<file path="config.mk">
export PLATFORM = sky130hd
export DESIGN_NAME = cal_alarm_cmp
export DESIGN_NICKNAME = d
export VERILOG_FILES = /design/src/rtl/cal_alarm_pkg.sv /design/src/rtl/alarm_regs.sv /design/src/rtl/alarm_match.sv /design/src/rtl/alarm_event.sv /design/src/rtl/cal_alarm_cmp.sv
export SDC_FILE = /design/constraint.sdc
export NUM_CORES = 1
export LEC_CHECK = 0
export ABC_CLOCK_PERIOD_IN_PS = 1700
export BUFFER_PORTS_ARGS = -buffer_cell sky130_fd_sc_hd__buf_2
export CORE_MARGIN = 2
export CORE_UTILIZATION = 43
export DETAILED_ROUTE_END_ITERATION = 12
export PLACE_DENSITY = 0.66
export SLEW_MARGIN = 20
export SYNTH_ARGS = -nofsm -noshare
export SYNTH_HDL_FRONTEND = slang
export SYNTH_SLANG_ARGS = --single-unit
</file>
<file path="constraint.sdc">
create_clock -name clk -period 1.7 [get_ports clk]
set_input_delay 0.34 -clock clk [delete_from_list [all_inputs] [get_ports clk]]
set_output_delay 0.34 -clock clk [all_outputs]
set_load 0.02 [all_outputs]
</file>
<file path="src/rtl/cal_alarm_pkg.sv">
package cal_alarm_pkg;

   localparam int ADDR_W = 3;
   localparam int SEC_W  = 6;
   localparam int MIN_W  = 6;
   localparam int HOUR_W = 5;
   localparam int DAY_W  = 5;
   localparam int MON_W  = 4;
   localparam int WDAY_W = 3;

   localparam int SEC_MAX   = 59;
   localparam int MIN_MAX   = 59;
   localparam int HOUR_MAX  = 23;
   localparam int DAY_MAX   = 31;
   localparam int MONTH_MAX = 12;

   // Field order sets the depth at which each field joins the compare.
   localparam int NUM_FIELDS = 6;
   localparam int FLD_ALWAYS = 3;

   typedef enum logic [ADDR_W-1:0] {
      REG_SEC   = 3'd0,
      REG_MIN   = 3'd1,
      REG_HOUR  = 3'd2,
      REG_DAY   = 3'd3,
      REG_MONTH = 3'd4,
      REG_YEAR  = 3'd5,
      REG_CTRL  = 3'd6,
      REG_STAT  = 3'd7
   } reg_sel_e;

   typedef enum logic [1:0] {
      LVL_TIME  = 2'd0,
      LVL_DAY   = 2'd1,
      LVL_MONTH = 2'd2,
      LVL_YEAR  = 2'd3
   } match_lvl_e;

endpackage

</file>
<file path="src/rtl/alarm_regs.sv">
module alarm_regs
   import cal_alarm_pkg::*;
#(
   parameter int DATA_W = 8,
   parameter int YEAR_W = 8
) (
   input  logic              clk,
   input  logic              rst_n,
   input  logic              soft_rst,
   input  logic              wr_en,
   input  logic [ADDR_W-1:0] wr_addr,
   input  logic [DATA_W-1:0] wr_data,
   output logic [SEC_W-1:0]  al_sec,
   output logic [MIN_W-1:0]  al_min,
   output logic [HOUR_W-1:0] al_hour,
   output logic [DAY_W-1:0]  al_day,
   output logic [MON_W-1:0]  al_month,
   output logic [YEAR_W-1:0] al_year,
   output logic              irq_en,
   output match_lvl_e        lvl,
   output logic              wr_bad,
   output logic              clr_flag,
   output logic              clr_err
);

   logic out_of_range;

   always_comb begin
      out_of_range = 1'b0;
      unique case (reg_sel_e'(wr_addr))
         REG_SEC:   out_of_range = (wr_data > DATA_W'(SEC_MAX));
         REG_MIN:   out_of_range = (wr_data > DATA_W'(MIN_MAX));
         REG_HOUR:  out_of_range = (wr_data > DATA_W'(HOUR_MAX));
         REG_DAY:   out_of_range = (wr_data == '0) || (wr_data > DATA_W'(DAY_MAX));
         REG_MONTH: out_of_range = (wr_data == '0) || (wr_data > DATA_W'(MONTH_MAX));
         default:   out_of_range = 1'b0;
      endcase
   end

   assign wr_bad   = wr_en && out_of_range;
   assign clr_flag = wr_en && (reg_sel_e'(wr_addr) == REG_STAT) && wr_data[0];
   assign clr_err  = wr_en && (reg_sel_e'(wr_addr) == REG_STAT) && wr_data[1];

   always_ff @(posedge clk or negedge rst_n) begin
      if (!rst_n) begin
         al_sec   <= '0;
         al_min   <= '0;
         al_hour  <= '0;
         al_day   <= '0;
         al_month <= '0;
         al_year  <= '0;
         irq_en   <= 1'b0;
         lvl      <= LVL_TIME;
      end else if (soft_rst) begin
         al_sec   <= '0;
         al_min   <= '0;
         al_hour  <= '0;
         al_day   <= '0;
         al_month <= '0;
         al_year  <= '0;
         irq_en   <= 1'b0;
         lvl      <= LVL_TIME;
      end else if (wr_en && !out_of_range) begin
         unique case (reg_sel_e'(wr_addr))
            REG_SEC:   al_sec   <= wr_data[SEC_W-1:0];
            REG_MIN:   al_min   <= wr_data[MIN_W-1:0];
            REG_HOUR:  al_hour  <= wr_data[HOUR_W-1:0];
            REG_DAY:   al_day   <= wr_data[DAY_W-1:0];
            REG_MONTH: al_month <= wr_data[MON_W-1:0];
            REG_YEAR:  al_year  <= wr_data[YEAR_W-1:0];
            REG_CTRL: begin
               irq_en <= wr_data[0];
               lvl    <= match_lvl_e'(wr_data[2:1]);
            end
            default: ;
         endcase
      end
   end

endmodule

</file>
<file path="src/rtl/alarm_match.sv">
module alarm_match
   import cal_alarm_pkg::*;
#(
   parameter int DATA_W = 8,
   parameter int YEAR_W = 8
) (
   input  logic [SEC_W-1:0]  al_sec,
   input  logic [MIN_W-1:0]  al_min,
   input  logic [HOUR_W-1:0] al_hour,
   input  logic [DAY_W-1:0]  al_day,
   input  logic [MON_W-1:0]  al_month,
   input  logic [YEAR_W-1:0] al_year,
   input  logic [SEC_W-1:0]  cal_sec,
   input  logic [MIN_W-1:0]  cal_min,
   input  logic [HOUR_W-1:0] cal_hour,
   input  logic [DAY_W-1:0]  cal_day,
   input  logic [MON_W-1:0]  cal_month,
   input  logic [YEAR_W-1:0] cal_year,
   input  match_lvl_e        lvl,
   output logic              hit
);

   logic [DATA_W-1:0]     alm_f [NUM_FIELDS];
   logic [DATA_W-1:0]     cal_f [NUM_FIELDS];
   logic [NUM_FIELDS-1:0] same;
   logic [NUM_FIELDS-1:0] needed;

   assign alm_f[0] = DATA_W'(al_sec);
   assign alm_f[1] = DATA_W'(al_min);
   assign alm_f[2] = DATA_W'(al_hour);
   assign alm_f[3] = DATA_W'(al_day);
   assign alm_f[4] = DATA_W'(al_month);
   assign alm_f[5] = DATA_W'(al_year);

   assign cal_f[0] = DATA_W'(cal_sec);
   assign cal_f[1] = DATA_W'(cal_min);
   assign cal_f[2] = DATA_W'(cal_hour);
   assign cal_f[3] = DATA_W'(cal_day);
   assign cal_f[4] = DATA_W'(cal_month);
   assign cal_f[5] = DATA_W'(cal_year);

   for (genvar i = 0; i < NUM_FIELDS; i++) begin : g_fld
      assign same[i] = (alm_f[i] == cal_f[i]);
      if (i < FLD_ALWAYS) begin : g_base
         assign needed[i] = 1'b1;
      end else begin : g_depth
         assign needed[i] = (lvl >= 2'(i - FLD_ALWAYS + 1));
      end
   end

   assign hit = &(same | ~needed);

endmodule

</file>
<file path="src/rtl/alarm_event.sv">
module alarm_event
   import cal_alarm_pkg::*;
(
   input  logic             clk,
   input  logic             rst_n,
   input  logic             soft_rst,
   input  logic [SEC_W-1:0] cal_sec,
   input  logic             hit,
   input  logic             clr_flag,
   input  logic             wr_bad,
   input  logic             clr_err,
   input  logic             irq_en,
   output logic             flag,
   output logic             err,
   output logic             irq
);

   logic [SEC_W-1:0] last_sec;
   logic             primed;
   logic             sec_step;

   assign sec_step = primed && (cal_sec != last_sec);

   always_ff @(posedge clk or negedge rst_n) begin
      if (!rst_n) begin
         last_sec <= '0;
         primed   <= 1'b0;
         flag     <= 1'b0;
         err      <= 1'b0;
      end else begin
         last_sec <= cal_sec;
         primed   <= 1'b1;
         if (soft_rst) begin
            flag <= 1'b0;
            err  <= 1'b0;
         end else begin
            if (sec_step && hit) flag <= 1'b1;
            else if (clr_flag)   flag <= 1'b0;
            if (wr_bad)          err  <= 1'b1;
            else if (clr_err)    err  <= 1'b0;
         end
      end
   end

   assign irq = flag & irq_en;

endmodule

</file>
<file path="src/rtl/cal_alarm_cmp.sv">
module cal_alarm_cmp
   import cal_alarm_pkg::*;
#(
   parameter int DATA_W = 8,
   parameter int YEAR_W = 8
) (
   input  logic              clk,
   input  logic              rst_n,
   input  logic              soft_rst,
   input  logic              wr_en,
   input  logic [ADDR_W-1:0] wr_addr,
   input  logic [DATA_W-1:0] wr_data,
   input  logic [ADDR_W-1:0] rd_addr,
   output logic [DATA_W-1:0] rd_data,
   input  logic [YEAR_W-1:0] cal_year,
   input  logic [MON_W-1:0]  cal_month,
   input  logic [DAY_W-1:0]  cal_day,
   input  logic [WDAY_W-1:0] cal_wday,
   input  logic [HOUR_W-1:0] cal_hour,
   input  logic [MIN_W-1:0]  cal_min,
   input  logic [SEC_W-1:0]  cal_sec,
   output logic              alarm_flag,
   output logic              alarm_irq,
   output logic              range_err
);

   if (DATA_W < YEAR_W) begin : g_chk_year
      $error("DATA_W must be at least YEAR_W");
   end
   if (DATA_W < SEC_W) begin : g_chk_data
      $error("DATA_W must hold the widest time field");
   end

   logic [SEC_W-1:0]  al_sec;
   logic [MIN_W-1:0]  al_min;
   logic [HOUR_W-1:0] al_hour;
   logic [DAY_W-1:0]  al_day;
   logic [MON_W-1:0]  al_month;
   logic [YEAR_W-1:0] al_year;
   logic              irq_en;
   match_lvl_e        lvl;
   logic              wr_bad, clr_flag, clr_err, hit;

   // Weekday is carried on the bus but takes no part in matching.
   logic unused_wday;
   assign unused_wday = ^cal_wday;

   alarm_regs #(.DATA_W(DATA_W), .YEAR_W(YEAR_W)) u_regs (
      .clk(clk), .rst_n(rst_n), .soft_rst(soft_rst),
      .wr_en(wr_en), .wr_addr(wr_addr), .wr_data(wr_data),
      .al_sec(al_sec), .al_min(al_min), .al_hour(al_hour),
      .al_day(al_day), .al_month(al_month), .al_year(al_year),
      .irq_en(irq_en), .lvl(lvl),
      .wr_bad(wr_bad), .clr_flag(clr_flag), .clr_err(clr_err)
   );

   alarm_match #(.DATA_W(DATA_W), .YEAR_W(YEAR_W)) u_match (
      .al_sec(al_sec), .al_min(al_min), .al_hour(al_hour),
      .al_day(al_day), .al_month(al_month), .al_year(al_year),
      .cal_sec(cal_sec), .cal_min(cal_min), .cal_hour(cal_hour),
      .cal_day(cal_day), .cal_month(cal_month), .cal_year(cal_year),
      .lvl(lvl), .hit(hit)
   );

   alarm_event u_event (
      .clk(clk), .rst_n(rst_n), .soft_rst(soft_rst),
      .cal_sec(cal_sec), .hit(hit),
      .clr_flag(clr_flag), .wr_bad(wr_bad), .clr_err(clr_err),
      .irq_en(irq_en),
      .flag(alarm_flag), .err(range_err), .irq(alarm_irq)
   );

   always_comb begin
      rd_data = '0;
      unique case (reg_sel_e'(rd_addr))
         REG_SEC:   rd_data = DATA_W'(al_sec);
         REG_MIN:   rd_data = DATA_W'(al_min);
         REG_HOUR:  rd_data = DATA_W'(al_hour);
         REG_DAY:   rd_data = DATA_W'(al_day);
         REG_MONTH: rd_data = DATA_W'(al_month);
         REG_YEAR:  rd_data = DATA_W'(al_year);
         REG_CTRL:  rd_data = DATA_W'({lvl, irq_en});
         REG_STAT:  rd_data = DATA_W'({range_err, alarm_flag});
         default:   rd_data = '0;
      endcase
   end

endmodule

</file>
==> impl_metrics.env, run 1 <==
export IMPL_clk_pin_slew_worst_paths_ns=0.08
export IMPL_critPathTopFamily="multiplexers"
export IMPL_power_total_mw=2.23
export IMPL_grt_pass1_vias=2464
export IMPL_cts_hold_buf=0
export IMPL_dp_worst_setup_slack_ns=-0.156
export IMPL_top_usage_layer="met2"
export IMPL_place_congestion=0.880
export IMPL_boundaryPins=66
export IMPL_rsz0062_at_grt="yes"
export IMPL_drive_gt1_frac=0.374
export IMPL_cts_max_path_buffers=2
export IMPL_seqCellArea_mm2=0.00115
export IMPL_vias=2614
export IMPL_place_detailed_hpwl_um=5810
export IMPL_globalRouteOverflowTotal=0
export IMPL_fp_dieArea_mm2=0.00770
export IMPL_avgRoutedWirePerCell_um=16.3
export IMPL_slew_viol_final=0
export IMPL_grt_usage=0.213
export IMPL_clkSinkCount=46
export IMPL_slew_headroom=0.601
export IMPL_stdcell_area_mm2=0.00388
export IMPL_power_switching_mw=0.624
export IMPL_max_freq_mhz=545
export IMPL_p_clk_frac=0.301
export IMPL_final_antenna_net_count=0
export IMPL_cts_root_buf="clkbuf_8"
export IMPL_endpoint_kind="output port"
export IMPL_fin_crit_ns=1.84
export IMPL_yosysUniqueCellTypes=57
export IMPL_p_int_mw=1.60
export IMPL_path_cells="mux4_2, o2bb2ai_2, buf_6"
export IMPL_worstPathBufferInverterCount=1
export IMPL_path_max_fanout=3
export IMPL_cp_required_ns=1.36
export IMPL_max_stage_delay_ns=0.50
export IMPL_synth_edf_count=0
export IMPL_gr_usage_met3=0.0320
export IMPL_setup_viol=6
export IMPL_area_growth_pct=28.5
export IMPL_htreeDepth=2
export IMPL_dr_pass1_iters=4
export IMPL_fin_setup_tns_ns=-0.442
export IMPL_start_kind="flip-flop"
export IMPL_syn_area_per_cell_um2=9.89
export IMPL_hold_slack_ns=0.125
export IMPL_row_count=30
export IMPL_leakagePower_nw=1.82
export IMPL_antenna_found_initial=0
export IMPL_die_w_um=87.8
export IMPL_cts_tree="done"
export IMPL_initial_utilization=0.444
export IMPL_hold_class="input pin to async pin"
export IMPL_grt_pass1_wl_um=12400
export IMPL_ys_ff_latch=46
export IMPL_ys_flop_type="dfrtp_1"
export IMPL_ys_async_sr_fraction=1.00
export IMPL_clkLatencyLatePin_ns=0.30
export IMPL_period_share=1.08
export IMPL_cap_violations=0
export IMPL_crit_arrival_ns=1.50
export IMPL_nNetsFinal=460
export IMPL_multiInputGateArea_mm2=0.00174
export IMPL_final_fill_count=601
export IMPL_power_share_switching=0.280
export IMPL_synth_cells=305
export IMPL_use_met2=0.369
export IMPL_grt_max_degree=47
export IMPL_outcome="finished, violations left"
export IMPL_drc=0
export IMPL_die_h_um=87.8
export IMPL_crit_slowest_cell="mux4_2"
export IMPL_wirelength_um=8170
export IMPL_seq_area_frac_synth=0.381
export IMPL_core_mm2=0.00679
export IMPL_cts_buffers=5
export IMPL_violations="negative setup slack"
export IMPL_avgViaCountPerCell=5.21
export IMPL_crit_type="flip-flop to output port"
export IMPL_combPwrFrac=0.192
export IMPL_p_seq_frac=0.506
export IMPL_finalHoldViolCount=0
export IMPL_synth_net_count=360
export IMPL_drtIter0Drc=157
export IMPL_worst_slack_ns=-0.136
export IMPL_met1_usage=0.278
export IMPL_tightestPinTransition_ns=0.598
export IMPL_powerDensity_mw_per_mm2=574
export IMPL_ys_warn_count=0
export IMPL_io_buffer_count=62
export IMPL_n_antenna_cell=0
export IMPL_post_dp_cell_area_mm2=0.00354
export IMPL_vdd_ir_drop_max_v=0.000268
export IMPL_syn_cell_area_mm2=0.00302
export IMPL_fin_worst_skew_ns=0.00194
## repair_timing
item | in CTS | in global routing
resized for setup | 10 | 14
gates cloned | 0 | 0
buffers inserted | 13 | 8
pin swaps | 6 | 8
setup endpoints to repair | 6 | 7
endpoints found under the hold margin | 0 | 0
## state kept, by name (all words and copies together), names as in the netlist
signal and count:
u_regs.al_year 8, u_event.last_sec 6, u_regs.al_min 6, u_regs.al_sec 6, u_regs.al_day 5, u_regs.al_hour 5
u_regs.al_month 4, u_regs.lvl 2, u_event.err 1, u_event.flag 1, u_event.primed 1, u_regs.irq_en 1
## layout by cell type, fill, tap and decap left out, drive strengths merged, types with 4 or more instances in the layout
cell type,Yosys,final
nor2,40,40
mux2i,36,36
nor3b,4,4
a31oi,4,4
inv,6,6
buf,13,116
xnor2,31,31
xor2,9,9
nand2,27,27
nand4,7,7
a21oi,13,13
clkbuf,9,6
o21ai,7,7
nand3b,5,5
dfrtp,46,46
nor3,4,4
## path summary, 6_finish.rpt
check                      slack [ns]  cells after the start                  end          startpoint
max                             -0.14                      3           rd_data[3]  u_regs.al_month[3]
min                              0.12                      2     u_regs.al_min[2]               rst_n
max reg2reg                     -0.04                      6         u_event.flag    u_regs.al_min[2]
min reg2reg                      0.55                      2        u_regs.lvl[0]       u_regs.lvl[0]
max in group asynchronous        1.18                      2     u_regs.al_day[1]               rst_n
min in group clk                 0.19                      1  u_event.last_sec[1]          cal_sec[1]
## area by class of cell
cell class / instances / share of cell area
timing repair buffer: 116 / 0.196
tap: 96 / 0.0310
sequential: 46 / 0.297
inverter: 6 / 0.00581
clock buffer: 6 / 0.0187
clock inverter: 2 / 0.00355
multi-input combinational: 230 / 0.448
## logic make-up after synthesis
logic type / Yosys count / synth area share
multiplexers: 38 / 0.131
other: 1 / 0.00124
buffers and inverters: 29 / 0.0717
AND/OR/NAND/NOR: 108 / 0.191
XOR/XNOR: 40 / 0.116
flip-flops: 46 / 0.381
AO/OA/AOI/OAI: 43 / 0.108
## metrics by stage
| step | util | std cells |
|---|---|---|
| 6_report | 0.571 | 502 |
| 5_1_grt | 0.571 | 502 |
| 4_1_cts | 0.552 | 494 |
| 3_5_place_dp | 0.522 | 473 |
| 3_3_place_gp | 0.522 | 473 |
| 2_1_floorplan | - | 305 |
## power groups by stage
| stage | sequential, mW | clock [mW] | combinational, mW |
|---|---|---|---|
| after floorplan | 1.15 | 0 | 0.231 |
| after global placement | 1.15 | 0 | 0.394 |
| after detailed placement | 1.15 | 0 | 0.400 |
| after CTS | 1.13 | 0.680 | 0.409 |
| after global routing | 1.13 | 0.734 | 0.462 |
| final | 1.13 | 0.671 | 0.428 |
## worst reg2reg max path, cell delays in order, from the launching register on
cell and delay [ns]:
dfrtp_1 0.42, buf_6 0.14, xnor2_2 0.16, nand4_1 0.14
nor4b_2 0.33, o311ai_2 0.18, o31ai_1 0.29
## layer usage
metal,part of all wire,up-vias
met5,0,-
met4,0.015,0
met3,0.036,11
met2,0.51,58
met1,0.44,1299
li1,-,1246
## cell usage after synthesis (all sizes together), types with 2 or more instances
| cell | count | share of area |
|---|---|---|
| xnor2 | 31 | 0.090 |
| nand2 | 27 | 0.034 |
| o31ai | 2 | 0.0095 |
| o21ai | 7 | 0.013 |
| inv | 6 | 0.0075 |
| mux2i | 36 | 0.12 |
| nand2b | 3 | 0.0087 |
| a2bb2oi | 2 | 0.0058 |
| nand4 | 7 | 0.015 |
| a21boi | 2 | 0.0050 |
| xor2 | 9 | 0.026 |
| clkbuf | 9 | 0.018 |
| nor4 | 3 | 0.0083 |
| dfrtp | 46 | 0.38 |
| buf | 13 | 0.044 |
| nor3b | 4 | 0.012 |
| nand3 | 3 | 0.0050 |
| nor2b | 2 | 0.0041 |
| nor2 | 40 | 0.050 |
| o22ai | 2 | 0.0041 |
| a31oi | 4 | 0.0083 |
| nor3 | 4 | 0.0066 |
| a211oi | 2 | 0.0066 |
| o211ai | 2 | 0.0050 |
| or2 | 2 | 0.0041 |
| nand3b | 5 | 0.018 |
| and4bb | 2 | 0.0083 |
| a21oi | 13 | 0.022 |
No activity file was read; power rests on OpenSTA's default activity.
==> inputs of run 2 (changes only) <==
Settings changed: PLACE_DENSITY 0.66 to 0.71, RECOVER_POWER from default to 25, SETUP_SLACK_MARGIN from default to 0.1.
==> impl_metrics.env, run 2 (synthesis gave the netlist of run 1 again) <==
export IMPL_boundaryPins=66
export IMPL_layout_common_cells="buf_2, buf_4, dfrtp_1, nor2_1, mux2i_1"
export IMPL_utilization=0.582
export IMPL_outcome="finished, violations left"
export IMPL_seqCellArea_mm2=0.00115
export IMPL_nNetsFinal=458
export IMPL_leakagePower_nw=1.85
export IMPL_avgViaCountPerCell=5.17
export IMPL_setup_viol=4
export IMPL_r2r_start="u_regs.al_hour[1]"
export IMPL_rsz0062_at_grt="yes"
export IMPL_crit_arrival_ns=1.47
export IMPL_power_switching_mw=0.602
export IMPL_path_max_fanout=2
export IMPL_die_h_um=87.8
export IMPL_final_fill_count=570
export IMPL_placed_cells=475
export IMPL_wirelength_um=8070
export IMPL_grt_max_degree=47
export IMPL_hold_class="input pin to flip-flop"
export IMPL_io_buffer_count=62
export IMPL_area_growth_pct=31.1
export IMPL_endpoint_kind="output port"
export IMPL_worst_slack_ns=-0.110
export IMPL_power_share_switching=0.252
export IMPL_clk_pin_slew_worst_paths_ns=0.08
export IMPL_globalRouteOverflowTotal=0
export IMPL_powerDensity_mw_per_mm2=603
export IMPL_row_count=30
export IMPL_grt_pass1_wl_um=13000
export IMPL_cts_max_path_buffers=2
export IMPL_cts_root_buf="clkbuf_8"
export IMPL_fin_crit_ns=1.81
export IMPL_core_mm2=0.00679
export IMPL_slew_headroom=0.236
export IMPL_period_share=1.06
export IMPL_cap_violations=0
export IMPL_tightestPinTransition_ns=1.15
export IMPL_regMostFlops="u_regs.al_year"
export IMPL_place_congestion=0.908
export IMPL_power_total_mw=2.39
export IMPL_slew_viol_final=0
export IMPL_initial_utilization=0.444
export IMPL_multiInputGateArea_mm2=0.00178
export IMPL_final_common_cell="buf_2"
export IMPL_fp_dieArea_mm2=0.00770
export IMPL_avgRoutedWirePerCell_um=16.2
export IMPL_fin_worst_skew_ns=0.00653
export IMPL_cts_buffers=5
export IMPL_p_int_mw=1.79
export IMPL_cts_tree="done"
export IMPL_hold_path_startpoint="cal_sec[4]"
export IMPL_hold_slack_ns=0.195
export IMPL_grt_usage=0.218
export IMPL_finalHoldViolCount=0
export IMPL_crit_type="flip-flop to output port"
export IMPL_drive_gt1_frac=0.380
export IMPL_n_antenna_cell=0
export IMPL_vias=2580
export IMPL_vdd_ir_drop_max_v=0.000282
export IMPL_htreeDepth=2
export IMPL_place_detailed_hpwl_um=5790
export IMPL_start_kind="flip-flop"
export IMPL_p_clk_frac=0.347
export IMPL_stdcell_count=499
export IMPL_final_antenna_net_count=0
export IMPL_fin_setup_tns_ns=-0.284
export IMPL_antenna_found_initial=0
export IMPL_clkLatencyLatePin_ns=0.30
export IMPL_largest_register_ffs=8
export IMPL_max_freq_mhz=553
export IMPL_dr_pass1_iters=5
export IMPL_violations="negative setup slack"
export IMPL_drtIter0Drc=142
export IMPL_drc=0
export IMPL_clkSinkCount=46
export IMPL_die_w_um=87.8
export IMPL_combPwrFrac=0.181
export IMPL_startpoint="u_regs.al_month[3]"
export IMPL_cp_required_ns=1.36
export IMPL_grt_pass1_vias=2639
export IMPL_p_seq_frac=0.472
run 2: cell types whose count changed in the layout (fill, tap and decap cells not counted), moves of 2 or more:
cell and delta:
buf_2 -4, nor3b_4 +2, nor3b_2 -2, buf_6 +2, buf_4 -4
run 2: metrics by stage:
stage	cell area [um^2]	setup WS [ns]
6_report	3960	-0.110
5_1_grt	3960	-0.239
4_1_cts	3880	-0.122
3_5_place_dp	3610	-0.0784
3_3_place_gp	3610	-0.0800
2_1_floorplan	3100	0.0862
run 2: worst paths after layout:
path | slack (ns) | to | depth (start not counted)
max reg2reg | 0.08 | u_event.flag | 6
max | -0.11 | rd_data[3] | 3
min reg2reg | 0.57 | u_regs.al_year[2] | 2
min | 0.20 | u_event.last_sec[4] | 1
min in group asynchronous | 0.35 | u_event.last_sec[3] | 2
max in group asynchronous | 0.66 | u_regs.irq_en | 2
run 2: what timing repair did:
action,in CTS,in global routing
setup buffers,16,1
gates resized for setup,15,17
hold buffers,0,0
pin swaps,5,5
endpoints found under the setup margin,8,9
run 2: power by group through the flow:
stage               logic [mW]  clock network [mW]  registers, mW
global route             0.473               0.885           1.13
global placement         0.406                   0           1.15
floorplan                0.243                   0           1.15
detailed placement       0.413                   0           1.15
CTS                      0.425               0.836           1.13
finish                   0.433               0.828           1.13
run 2: layout make-up:
class	count	area share
timing repair buffer	114	0.194
clock buffer	6	0.0209
tap	96	0.0304
sequential	46	0.291
clock inverter	1	0.00759
multi-input combinational	230	0.451
inverter	6	0.00569
run 2: routing by layer:
layer	up-vias	GRT usage	part of all wire
met1	1251	0.299	0.45
met4	0	0.0587	0.012
met5	-	0	0
li1	1245	-	-
met3	8	0.0339	0.050
met2	76	0.361	0.49
run 2: critical path, cell delays in order (launching register included):
cell and delay [ns]:
dfrtp_1 0.40, mux4_2 0.50, o2bb2ai_2 0.15, buf_6 0.13
==> inputs of run 3 (changes only) <==
Settings changed: BUFFER_PORTS_ARGS -buffer_cell sky130_fd_sc_hd__buf_2 to -buffer_cell sky130_fd_sc_hd__buf_4, CORE_UTILIZATION 43 to 25, PLACE_DENSITY 0.71 to 0.48.
==> impl_metrics.env, run 3 (synthesis gave the netlist of run 1 again) <==
export IMPL_io_buffer_count=62
export IMPL_place_detailed_hpwl_um=6760
export IMPL_endpoint_kind="output port"
export IMPL_drtIter0Drc=74
export IMPL_clkSinkCount=46
export IMPL_violations="negative setup slack"
export IMPL_hold_path_startpoint="cal_sec[3]"
export IMPL_die_w_um=114
export IMPL_htreeDepth=2
export IMPL_finalHoldViolCount=0
export IMPL_rsz0062_at_grt="yes"
export IMPL_boundaryPins=66
export IMPL_cts_root_buf="clkbuf_16"
export IMPL_fin_crit_ns=1.79
export IMPL_grt_pass1_wl_um=14200
export IMPL_r2r_end="u_event.flag"
export IMPL_grt_max_degree=47
export IMPL_dr_pass1_iters=4
export IMPL_layout_common_cells="buf_4, dfrtp_1, nor2_1, mux2i_1, xnor2_1"
export IMPL_cts_hold_buf=0
export IMPL_cts_buffers=5
export IMPL_clk_pin_slew_worst_paths_ns=0.07
export IMPL_n_antenna_cell=0
export IMPL_power_total_mw=2.74
export IMPL_nNetsFinal=459
export IMPL_row_count=40
export IMPL_r2r_start="u_regs.al_hour[0]"
export IMPL_setup_viol=5
export IMPL_antenna_found_initial=0
export IMPL_cts_max_path_buffers=2
export IMPL_regToRegSetupSlack_ns=0.01
export IMPL_worst_slack_ns=-0.0930
export IMPL_tightestPinTransition_ns=1.21
export IMPL_cap_violations=0
export IMPL_clkLatencyLatePin_ns=0.29
export IMPL_final_antenna_net_count=0
export IMPL_rr_worst_depth=7
export IMPL_dp_worst_setup_slack_ns=-0.0500
export IMPL_initial_utilization=0.253
export IMPL_leakagePower_nw=1.91
export IMPL_cp_required_ns=1.36
export IMPL_vias=2531
export IMPL_outcome="finished, violations left"
export IMPL_start_kind="flip-flop"
export IMPL_vdd_ir_drop_max_v=0.000328
export IMPL_hold_end="u_event.last_sec[3]"
export IMPL_drc=0
export IMPL_fp_dieArea_mm2=0.0130
export IMPL_drive_gt1_frac=0.375
export IMPL_core_mm2=0.0119
export IMPL_cts_tree="done"
export IMPL_max_freq_mhz=558
export IMPL_wirelength_um=8790
export IMPL_crit_arrival_ns=1.45
export IMPL_avgViaCountPerCell=4.59
export IMPL_hold_class="input pin to flip-flop"
export IMPL_crit_type="flip-flop to output port"
export IMPL_path_max_fanout=2
export IMPL_powerDensity_mw_per_mm2=647
export IMPL_slew_viol_final=0
export IMPL_startpoint="u_regs.al_sec[3]"
export IMPL_avgRoutedWirePerCell_um=15.9
export IMPL_place_congestion=0.781
export IMPL_grt_usage=0.142
export IMPL_slew_headroom=0.191
export IMPL_fin_worst_skew_ns=0.00669
export IMPL_min_delay_path_depth=1
export IMPL_globalRouteOverflowTotal=0
export IMPL_area_growth_pct=40.2
export IMPL_final_common_cell="buf_4"
export IMPL_die_h_um=114
export IMPL_period_share=1.05
export IMPL_grt_pass1_vias=2708
export IMPL_regMostFlops="u_regs.al_year"
export IMPL_largest_register_ffs=8
run 3: changes by cell type in the layout (fill, tap and decap cells not counted), sizes merged:
cell and change:
buf -3, clkbuf +3, clkinv +1, inv +1
run 3: layout make-up:
class / instances / area, um^2
clock inverter: 3 / 43.8
inverter: 6 / 22.5
sequential: 46 / 1150
fill: 1235 / 7680
tap: 147 / 184
timing repair buffer: 115 / 901
clock buffer: 5 / 125
multi-input combinational: 230 / 1800
run 3: how the worst max path moves through the flow:
stage	endpoint	slack [ns]	cells past startpoint
after floorplan	rd_data[1]	0.09	6
after global placement	rd_data[2]	-0.05	7
after detailed placement	u_regs.al_sec[2]	-0.05	7
after CTS	rd_data[4]	-0.10	6
after global routing	rd_data[0]	-0.17	7
final	rd_data[3]	-0.09	3
run 3: where the power goes:
part / internal [mW] / switching (mW) / total [mW]
Clock: 0.697 / 0.444 / 1.14
Combinational: 0.235 / 0.235 / 0.470
Sequential: 1.11 / 0.0133 / 1.13
Total: 2.04 / 0.692 / 2.74
run 3: metal layers:
metal	track usage	up-vias	wire length (um)
met2	0.240	52	4260
met4	0.0423	0	131
met1	0.191	1221	4110
li1	-	1249	-
met5	0	-	0
met3	0.0191	9	284
run 3: critical path: stages, from the launching register on:
cell	delay, ns
dfrtp_1	0.40
mux4_2	0.49
o2bb2ai_2	0.15
buf_6	0.13
run 3: what timing repair did:
action                                  in CTS  in global routing
endpoints found under the setup margin       9                  9
gates resized for setup                     23                  8
pin swaps                                    4                  6
setup buffers                               16                  1
run 3: per-stage QoR:
| stage | setup TNS [ns] | std cells | cell area [um^2] | hold slack, ns | utilization |
|---|---|---|---|---|---|
| 2_1_floorplan | 0 | 305 | 3100 | 0.0444 | - |
| 3_3_place_gp | -0.604 | 528 | 3830 | 0.397 | 0.322 |
| 3_5_place_dp | -0.977 | 528 | 3830 | 0.402 | 0.322 |
| 4_1_cts | -0.428 | 552 | 4220 | 0.0913 | 0.354 |
| 5_1_grt | -0.822 | 552 | 4230 | 0.231 | 0.355 |
| 6_report | -0.387 | 552 | 4230 | 0.223 | 0.355 |
